### config.mk
export PLATFORM = sky130hd
export DESIGN_NAME = lane_reconf_seq
export DESIGN_NICKNAME = d
export VERILOG_FILES = /design/src/rtl/lane_reconf_pkg.sv /design/src/rtl/lane_reconf_ctl.sv /design/src/rtl/lane_reconf_dp.sv /design/src/rtl/lane_reconf_seq.sv
export SDC_FILE = /design/constraint.sdc
export NUM_CORES = 1
export LEC_CHECK = 0
export CORE_MARGIN = 8
export CORE_UTILIZATION = 54
export DETAILED_ROUTE_END_ITERATION = 12
export PLACE_DENSITY = 0.87
export SLEW_MARGIN = 0
export SYNTH_ARGS = -nofsm -noshare
export SYNTH_HDL_FRONTEND = slang
export SYNTH_HIERARCHICAL = 1
export SYNTH_SLANG_ARGS = --single-unit
### constraint.sdc
create_clock -name clk -period 3.41 [get_ports clk]
set_input_delay 0.341 -clock clk [delete_from_list [all_inputs] [get_ports clk]]
set_output_delay 0.341 -clock clk [all_outputs]
set_load 0.005 [all_outputs]
### src/rtl/lane_reconf_pkg.sv
package lane_reconf_pkg;

  localparam int IMG_W = 16;
  localparam logic [IMG_W-1:0] END_MARK = '1;

  typedef enum logic [3:0] {
    ST_IDLE, ST_WAIT_READY, ST_SET_CH, ST_STREAM, ST_WAIT_BUSY_HI,
    ST_WAIT_BUSY_LO, ST_RESET, ST_WAIT_LINK, ST_DONE
  } seqState_t;

  // strobes from control to datapath
  typedef struct packed {
    logic latchReq;
    logic incAddr;
    logic rstOn;
    logic setErr;
    logic cntClr;
  } seqStrobe_t;

  // image m holds baseLen+m words, then the end marker
  function automatic logic [IMG_W-1:0] imgWord(int img, int idx, int baseLen);
    logic [3:0] imgField;
    logic [7:0] idxField;
    imgField = img[3:0];
    idxField = idx[7:0];
    if (idx < baseLen + img) return {4'hA, imgField, idxField};
    return END_MARK;
  endfunction

endpackage

### src/rtl/lane_reconf_ctl.sv
module lane_reconf_ctl
  import lane_reconf_pkg::*;
(
  input  logic       clk,
  input  logic       rstN,
  input  logic       reqValid,
  input  logic       ctrlBusy,
  input  logic       txReady,
  input  logic       rxReady,
  input  logic       linkReady,
  input  logic       isEnd,
  input  logic       rstLast,
  input  logic       tmoHit,
  output seqStrobe_t strb,
  output logic       ackBusy,
  output logic       chanWrite,
  output logic       imgValid,
  output logic       done
);

  seqState_t state, nextState;

  always_ff @(posedge clk) begin
    if (!rstN) state <= ST_IDLE;
    else       state <= nextState;
  end

  always_comb begin
    nextState     = state;
    strb.latchReq = 1'b0;
    strb.incAddr  = 1'b0;
    strb.setErr   = 1'b0;
    unique case (state)
      ST_IDLE: if (reqValid) begin
        nextState     = ST_WAIT_READY;
        strb.latchReq = 1'b1;
      end
      ST_WAIT_READY: if (!ctrlBusy && txReady && rxReady) nextState = ST_SET_CH;
      ST_SET_CH: nextState = ST_STREAM;
      ST_STREAM: begin
        if (isEnd) nextState = ST_WAIT_BUSY_HI;
        else       strb.incAddr = 1'b1;
      end
      ST_WAIT_BUSY_HI: begin
        if (ctrlBusy) nextState = ST_WAIT_BUSY_LO;
        else if (tmoHit) begin
          nextState   = ST_DONE;
          strb.setErr = 1'b1;
        end
      end
      ST_WAIT_BUSY_LO: if (!ctrlBusy) nextState = ST_RESET;
      ST_RESET: if (rstLast) nextState = ST_WAIT_LINK;
      ST_WAIT_LINK: begin
        if (linkReady) nextState = ST_DONE;
        else if (tmoHit) begin
          nextState   = ST_DONE;
          strb.setErr = 1'b1;
        end
      end
      ST_DONE: nextState = ST_IDLE;
      default: nextState = ST_IDLE;
    endcase
    strb.cntClr = (nextState != state);
    strb.rstOn  = (state == ST_RESET);
  end

  assign ackBusy   = (state != ST_IDLE) && (state != ST_DONE);
  assign chanWrite = (state == ST_SET_CH);
  assign imgValid  = (state == ST_STREAM) && !isEnd;
  assign done      = (state == ST_DONE);

  AST_CHWR_READY: assert property (@(posedge clk) disable iff (!rstN)
    chanWrite |-> $past(!ctrlBusy && txReady && rxReady));
  AST_RESET_AFTER_BUSY: assert property (@(posedge clk) disable iff (!rstN)
    (state == ST_RESET && $past(state) != ST_RESET) |-> ($past(state) == ST_WAIT_BUSY_LO && !$past(ctrlBusy)));
  AST_DONE_PULSE: assert property (@(posedge clk) disable iff (!rstN)
    done |=> !done);
  AST_ACK_LOW_AT_DONE: assert property (@(posedge clk) disable iff (!rstN)
    done |-> !ackBusy);
  AST_IMG_UNDER_ACK: assert property (@(posedge clk) disable iff (!rstN)
    imgValid |-> ackBusy);

endmodule

### src/rtl/lane_reconf_dp.sv
module lane_reconf_dp
  import lane_reconf_pkg::*;
#(
  parameter int NUM_CH     = 4,
  parameter int NUM_IMG    = 4,
  parameter int BASE_LEN   = 3,
  parameter int RST_CYCLES = 8,
  parameter int TIMEOUT    = 4096,
  localparam int CH_W      = $clog2(NUM_CH),
  localparam int MODE_W    = $clog2(NUM_IMG)
) (
  input  logic              clk,
  input  logic              rstN,
  input  seqStrobe_t        strb,
  input  logic [CH_W-1:0]   reqChannel,
  input  logic [MODE_W-1:0] reqMode,
  output logic [CH_W-1:0]   chanSel,
  output logic [IMG_W-1:0]  imgData,
  output logic              isEnd,
  output logic              rstLast,
  output logic              tmoHit,
  output logic [NUM_CH-1:0] digReset,
  output logic              errFlag
);

  localparam int DEPTH   = BASE_LEN + NUM_IMG;
  localparam int ADDR_W  = $clog2(DEPTH);
  localparam int CNT_MAX = (RST_CYCLES > TIMEOUT) ? RST_CYCLES : TIMEOUT;
  localparam int CNT_W   = $clog2(CNT_MAX + 1);

  logic [IMG_W-1:0]  imgRom [NUM_IMG][DEPTH];
  logic [MODE_W-1:0] modeReg;
  logic [ADDR_W-1:0] addrReg;
  logic [CNT_W-1:0]  cnt;
  logic [CH_W-1:0]   chReg;
  logic              errReg;

  for (genvar m = 0; m < NUM_IMG; m++) begin : g_img
    for (genvar i = 0; i < DEPTH; i++) begin : g_word
      assign imgRom[m][i] = imgWord(m, i, BASE_LEN);
    end
  end

  always_ff @(posedge clk) begin
    if (!rstN) begin
      chReg   <= '0;
      modeReg <= '0;
      addrReg <= '0;
      errReg  <= 1'b0;
      cnt     <= '0;
    end else begin
      if (strb.latchReq) begin
        chReg   <= reqChannel;
        modeReg <= reqMode;
        addrReg <= '0;
        errReg  <= 1'b0;
      end else begin
        if (strb.incAddr) addrReg <= addrReg + 1'b1;
        if (strb.setErr)  errReg  <= 1'b1;
      end
      if (strb.cntClr)                   cnt <= '0;
      else if (cnt != CNT_W'(CNT_MAX))   cnt <= cnt + 1'b1;
    end
  end

  assign imgData  = imgRom[modeReg][addrReg];
  assign isEnd    = (imgData == END_MARK);
  assign rstLast  = (cnt == CNT_W'(RST_CYCLES - 1));
  assign tmoHit   = (cnt == CNT_W'(TIMEOUT - 1));
  assign chanSel  = chReg;
  assign errFlag  = errReg;
  assign digReset = strb.rstOn ? (NUM_CH'(1) << chReg) : '0;

  AST_RST_ONEHOT: assert property (@(posedge clk) disable iff (!rstN)
    $onehot0(digReset));
  AST_RST_LANE: assert property (@(posedge clk) disable iff (!rstN)
    (digReset != '0) |-> digReset[chReg]);
  AST_ADDR_BOUND: assert property (@(posedge clk) disable iff (!rstN)
    strb.incAddr |-> !isEnd);
  AST_ERR_CLEARED: assert property (@(posedge clk) disable iff (!rstN)
    strb.latchReq |=> !errFlag);

endmodule

### src/rtl/lane_reconf_seq.sv
module lane_reconf_seq
  import lane_reconf_pkg::*;
#(
  parameter int NUM_CH     = 4,
  parameter int NUM_IMG    = 4,
  parameter int BASE_LEN   = 3,
  parameter int RST_CYCLES = 8,
  parameter int TIMEOUT    = 4096,
  localparam int CH_W      = $clog2(NUM_CH),
  localparam int MODE_W    = $clog2(NUM_IMG)
) (
  input  logic              clk,
  input  logic              rstN,
  input  logic              reqValid,
  input  logic [CH_W-1:0]   reqChannel,
  input  logic [MODE_W-1:0] reqMode,
  input  logic              ctrlBusy,
  input  logic              txReady,
  input  logic              rxReady,
  input  logic              linkReady,
  output logic              ackBusy,
  output logic [CH_W-1:0]   chanSel,
  output logic              chanWrite,
  output logic              imgValid,
  output logic [IMG_W-1:0]  imgData,
  output logic [NUM_CH-1:0] digReset,
  output logic              done,
  output logic              errFlag
);

  seqStrobe_t strb;
  logic isEnd, rstLast, tmoHit;

  lane_reconf_ctl ctl_i (
    .clk, .rstN, .reqValid, .ctrlBusy, .txReady, .rxReady, .linkReady,
    .isEnd, .rstLast, .tmoHit, .strb, .ackBusy, .chanWrite, .imgValid, .done
  );

  lane_reconf_dp #(
    .NUM_CH(NUM_CH), .NUM_IMG(NUM_IMG), .BASE_LEN(BASE_LEN),
    .RST_CYCLES(RST_CYCLES), .TIMEOUT(TIMEOUT)
  ) dp_i (
    .clk, .rstN, .strb, .reqChannel, .reqMode, .chanSel, .imgData,
    .isEnd, .rstLast, .tmoHit, .digReset, .errFlag
  );

endmodule

==> flow_summary.yaml <==
critical_path:
  worstSetupEndpointType: "primary output"
  critPathTopFamily: "buffers and inverters"
  path_cells: "ha_1 -> nand2b_1 -> o31ai_1 -> a21boi_0 -> nor4b_1 -> buf_4 -> clkdlybuf4s50_1"
  crit_type: "register to primary output"
  cp_data_arrival_time_ns: 2.61
  crit_buf_inv: 2
  cp_slowest_cell: "dfxtp_1"
  critPathMaxFanout: 14
  required_ns: 3.07
  cpPeakStageDelay_ns: 0.61
  startpoint_type: "register"
finish:
  layoutNonFillerInstCount: 266
  postLayoutCellArea_mm2: 0.00199
  diodes: 0
  fin_nets: 249
  final_layout_size_suffix_gt1_share_pct: 3.86
  layout.core_utilization_pct: 66.4
  syn2layout_area_growth_pct: 19.6
global_route:
  antenna_found_initial: 0
  grt_max_degree: 16
  grt_pass1_vias: 1395
  groute.usage.overall_pct: 14.3
  grt_pass1_wl_um: 6170
  grt_overflow: 0
synth:
  yosysUniqueCellTypes: 45
  syn_inst: 210
  synth_area_per_cell_um2: 7.94
  synth_area_leaders: "dfxtp_1, buf_4, mux2i_1"
  synth_top_area_cell: "dfxtp_1"
  ys.flop_type: "dfxtp_1"
  syn_nets: 225
  synth_async_sr_flop_share_pct: 0
  ys_seq_area_share_pct: 30.0
  synth_top_area_share_pct: 30.0
  synth_edf_count: 0
  syn_area_mm2: 0.00167
  ys_seq_elements: 25
  yosysWarnings: 6
pwr:
  total_power_mw: 0.519
  p_sw_mw: 0.130
  clockPowerShare_pct: 24.4
  combPwrFrac_pct: 15.3
  p_int_mw: 0.389
  peakVddDrop_v: 0.000282
  power_leakage_nw: 0.676
  switching_share_pct: 25.1
  power_density_mw_per_mm2: 260
  seqPwrFrac_pct: 60.3
clocking:
  clk_pin_slew_ns: 0.12
  cts.sinks: 25
  cts.htree.levels: 1
  cts_root_buf: "clkbuf_4"
  cts_hold_buf: 0
  post_cts_buffers: 0
  clk_latency_ns: 0.31
  cts_buffer_depth: 2
  cts_buffers: 3
  cts_resized: 0
  cts_tree: "done"
detailed_routing:
  drc: 0
  finalWirelength_um: 3580
  postRouteAntennaNets: 0
  vias_per_cell: 5.85
  vias: 1557
  drtIter0Drc: 174
  first_pass_iters: 4
  wl_per_cell_um: 13.4
timing:
  finalMaxSlewViolations: 0
  fin_worst_skew_ns: 0.00174
  slew_headroom_pct: 41.1
  min_period_ns: 2.95
  worst_slew_pin_slew_ns: 0.876
  max_freq_ghz: 0.339
  fin_crit_sh_pct: 86.4
  tns_ns: 0
  hold_viol_final: 0
  hold_slack_ns: 0.501
  fin_ws_ns: 0.463
  rsz0062_at_grt: "no"
  setup_violations: 0
die:
  io_pins: 38
  fp.dieH_um: 71.6
  core.rowCount: 20
  initial_utilization_pct: 55.5
  die-area_mm2: 0.00512
  core-area_mm2: 0.00300
  fp.dieW_um: 71.6
status:
  status: "finished clean"
place:
  pre_cts_slack_ns: 0.687
  placed_cells: 262
  portBuffers: 37
  dp_hpwl_um: 2730
  place_congestion: 0.830
  placed_area_mm2: 0.00197
worst_hold_path:
  holdCritPathClass: "register to register"
flow_run:
  cap_viol_max_count: 0
final timing paths:
| path | start | to | slack [ns] | cells past startpoint |
|---|---|---|---|---|
| setup / recovery | dp_i/addrReg[0] | imgValid | 0.46 | 7 |
| hold / removal | dp_i/errFlag | dp_i/errFlag | 0.50 | 2 |
| setup reg to reg | dp_i/cnt[0] | dp_i/cnt[0] | 0.67 | 10 |
| hold reg to reg | dp_i/errFlag | dp_i/errFlag | 0.50 | 2 |
logic make-up after synthesis:
group	after synthesis	share of synthesized area, %
AO/OA/AOI/OAI	47	18.4
multiplexers	8	4.80
flip-flops	25	30.0
adder cells (fa/ha/maj)	4	3.00
buffers and inverters	26	8.70
AND/OR/NAND/NOR	96	33.0
XOR/XNOR	4	2.10
tightest hold or removal path, stage by stage, from the launching register on:
cell	delay, ns
dfxtp_1	0.34
nor2_1	0.09
nor2_1	0.04
layout make-up:
| cell class | count | area [µm²] |
|---|---|---|
| Fill cell | 252 | 1010 |
| Sequential cell | 25 | 500 |
| Timing Repair Buffer | 38 | 378 |
| Clock buffer | 4 | 26.3 |
| Inverter | 7 | 26.3 |
| Tap cell | 33 | 41.3 |
| Multi-Input combinational cell | 159 | 1020 |
layer usage:
metal  wire length (µm)  up-vias  global-route usage, %
met4                 57        0                   4.08
li1                   -      792                      -
met1               1590      706                   16.7
met5                  0        -                      0
met2               1670       53                   24.7
met3                252        6                   3.77
flip-flops by register name, indices dropped and copies added (netlist names):
| name | count |
|---|---|
| dp_i/addrReg | 3 |
| dp_i/cnt | 13 |
| dp_i/modeReg | 2 |
| dp_i/chanSel | 2 |
| dp_i/errFlag | 1 |
| ctl_i/state | 4 |
synthesized netlist by cell type (all sizes together), types with 2 or more instances:
master,n
ha,4
o31ai,3
or4,4
a21oi,13
nand3,7
o21a,4
xor2,2
a21boi,2
and3,2
nor2,15
or3,4
nor3,4
nand2b,10
a21o,2
nand2,20
nor2b,7
inv,7
o21ai,7
nand4,3
dfxtp,25
nor4,5
xnor2,2
and2,2
o31a,2
nand3b,5
a31oi,7
clkbuf,5
nor3b,5
mux2i,8
buf,14
power groups by stage:
stage	Combinational [mW]	Clock (mW)	Sequential [mW]
after floorplan	0.0516	0	0.314
after global placement	0.0781	0	0.319
after detailed placement	0.0793	0	0.319
after CTS	0.0796	0.133	0.313
after global routing	0.0873	0.144	0.315
final	0.0795	0.127	0.313
cell usage in the layout (no fill, tap or decap), types with 2 or more instances in the layout:
cell type / n
nor2b_1: 7
a21o_1: 2
nor2_1: 15
o31ai_1: 3
a21oi_1: 13
o21a_1: 4
inv_1: 7
a31oi_1: 7
xnor2_1: 2
o21ai_0: 6
or3_1: 3
and3_1: 2
dfxtp_1: 25
nor3b_1: 5
nor4_1: 4
nand2b_1: 10
clkbuf_4: 3
nand4_1: 3
clkdlybuf4s50_1: 37
a21boi_0: 2
nand2_1: 20
or4_4: 2
or4_1: 2
nand3b_1: 5
mux2i_1: 8
nor3_1: 4
ha_1: 4
and2_1: 2
o31a_1: 2
xor2_1: 2
nand3_1: 7
No activity file was read; power rests on OpenSTA's default activity.
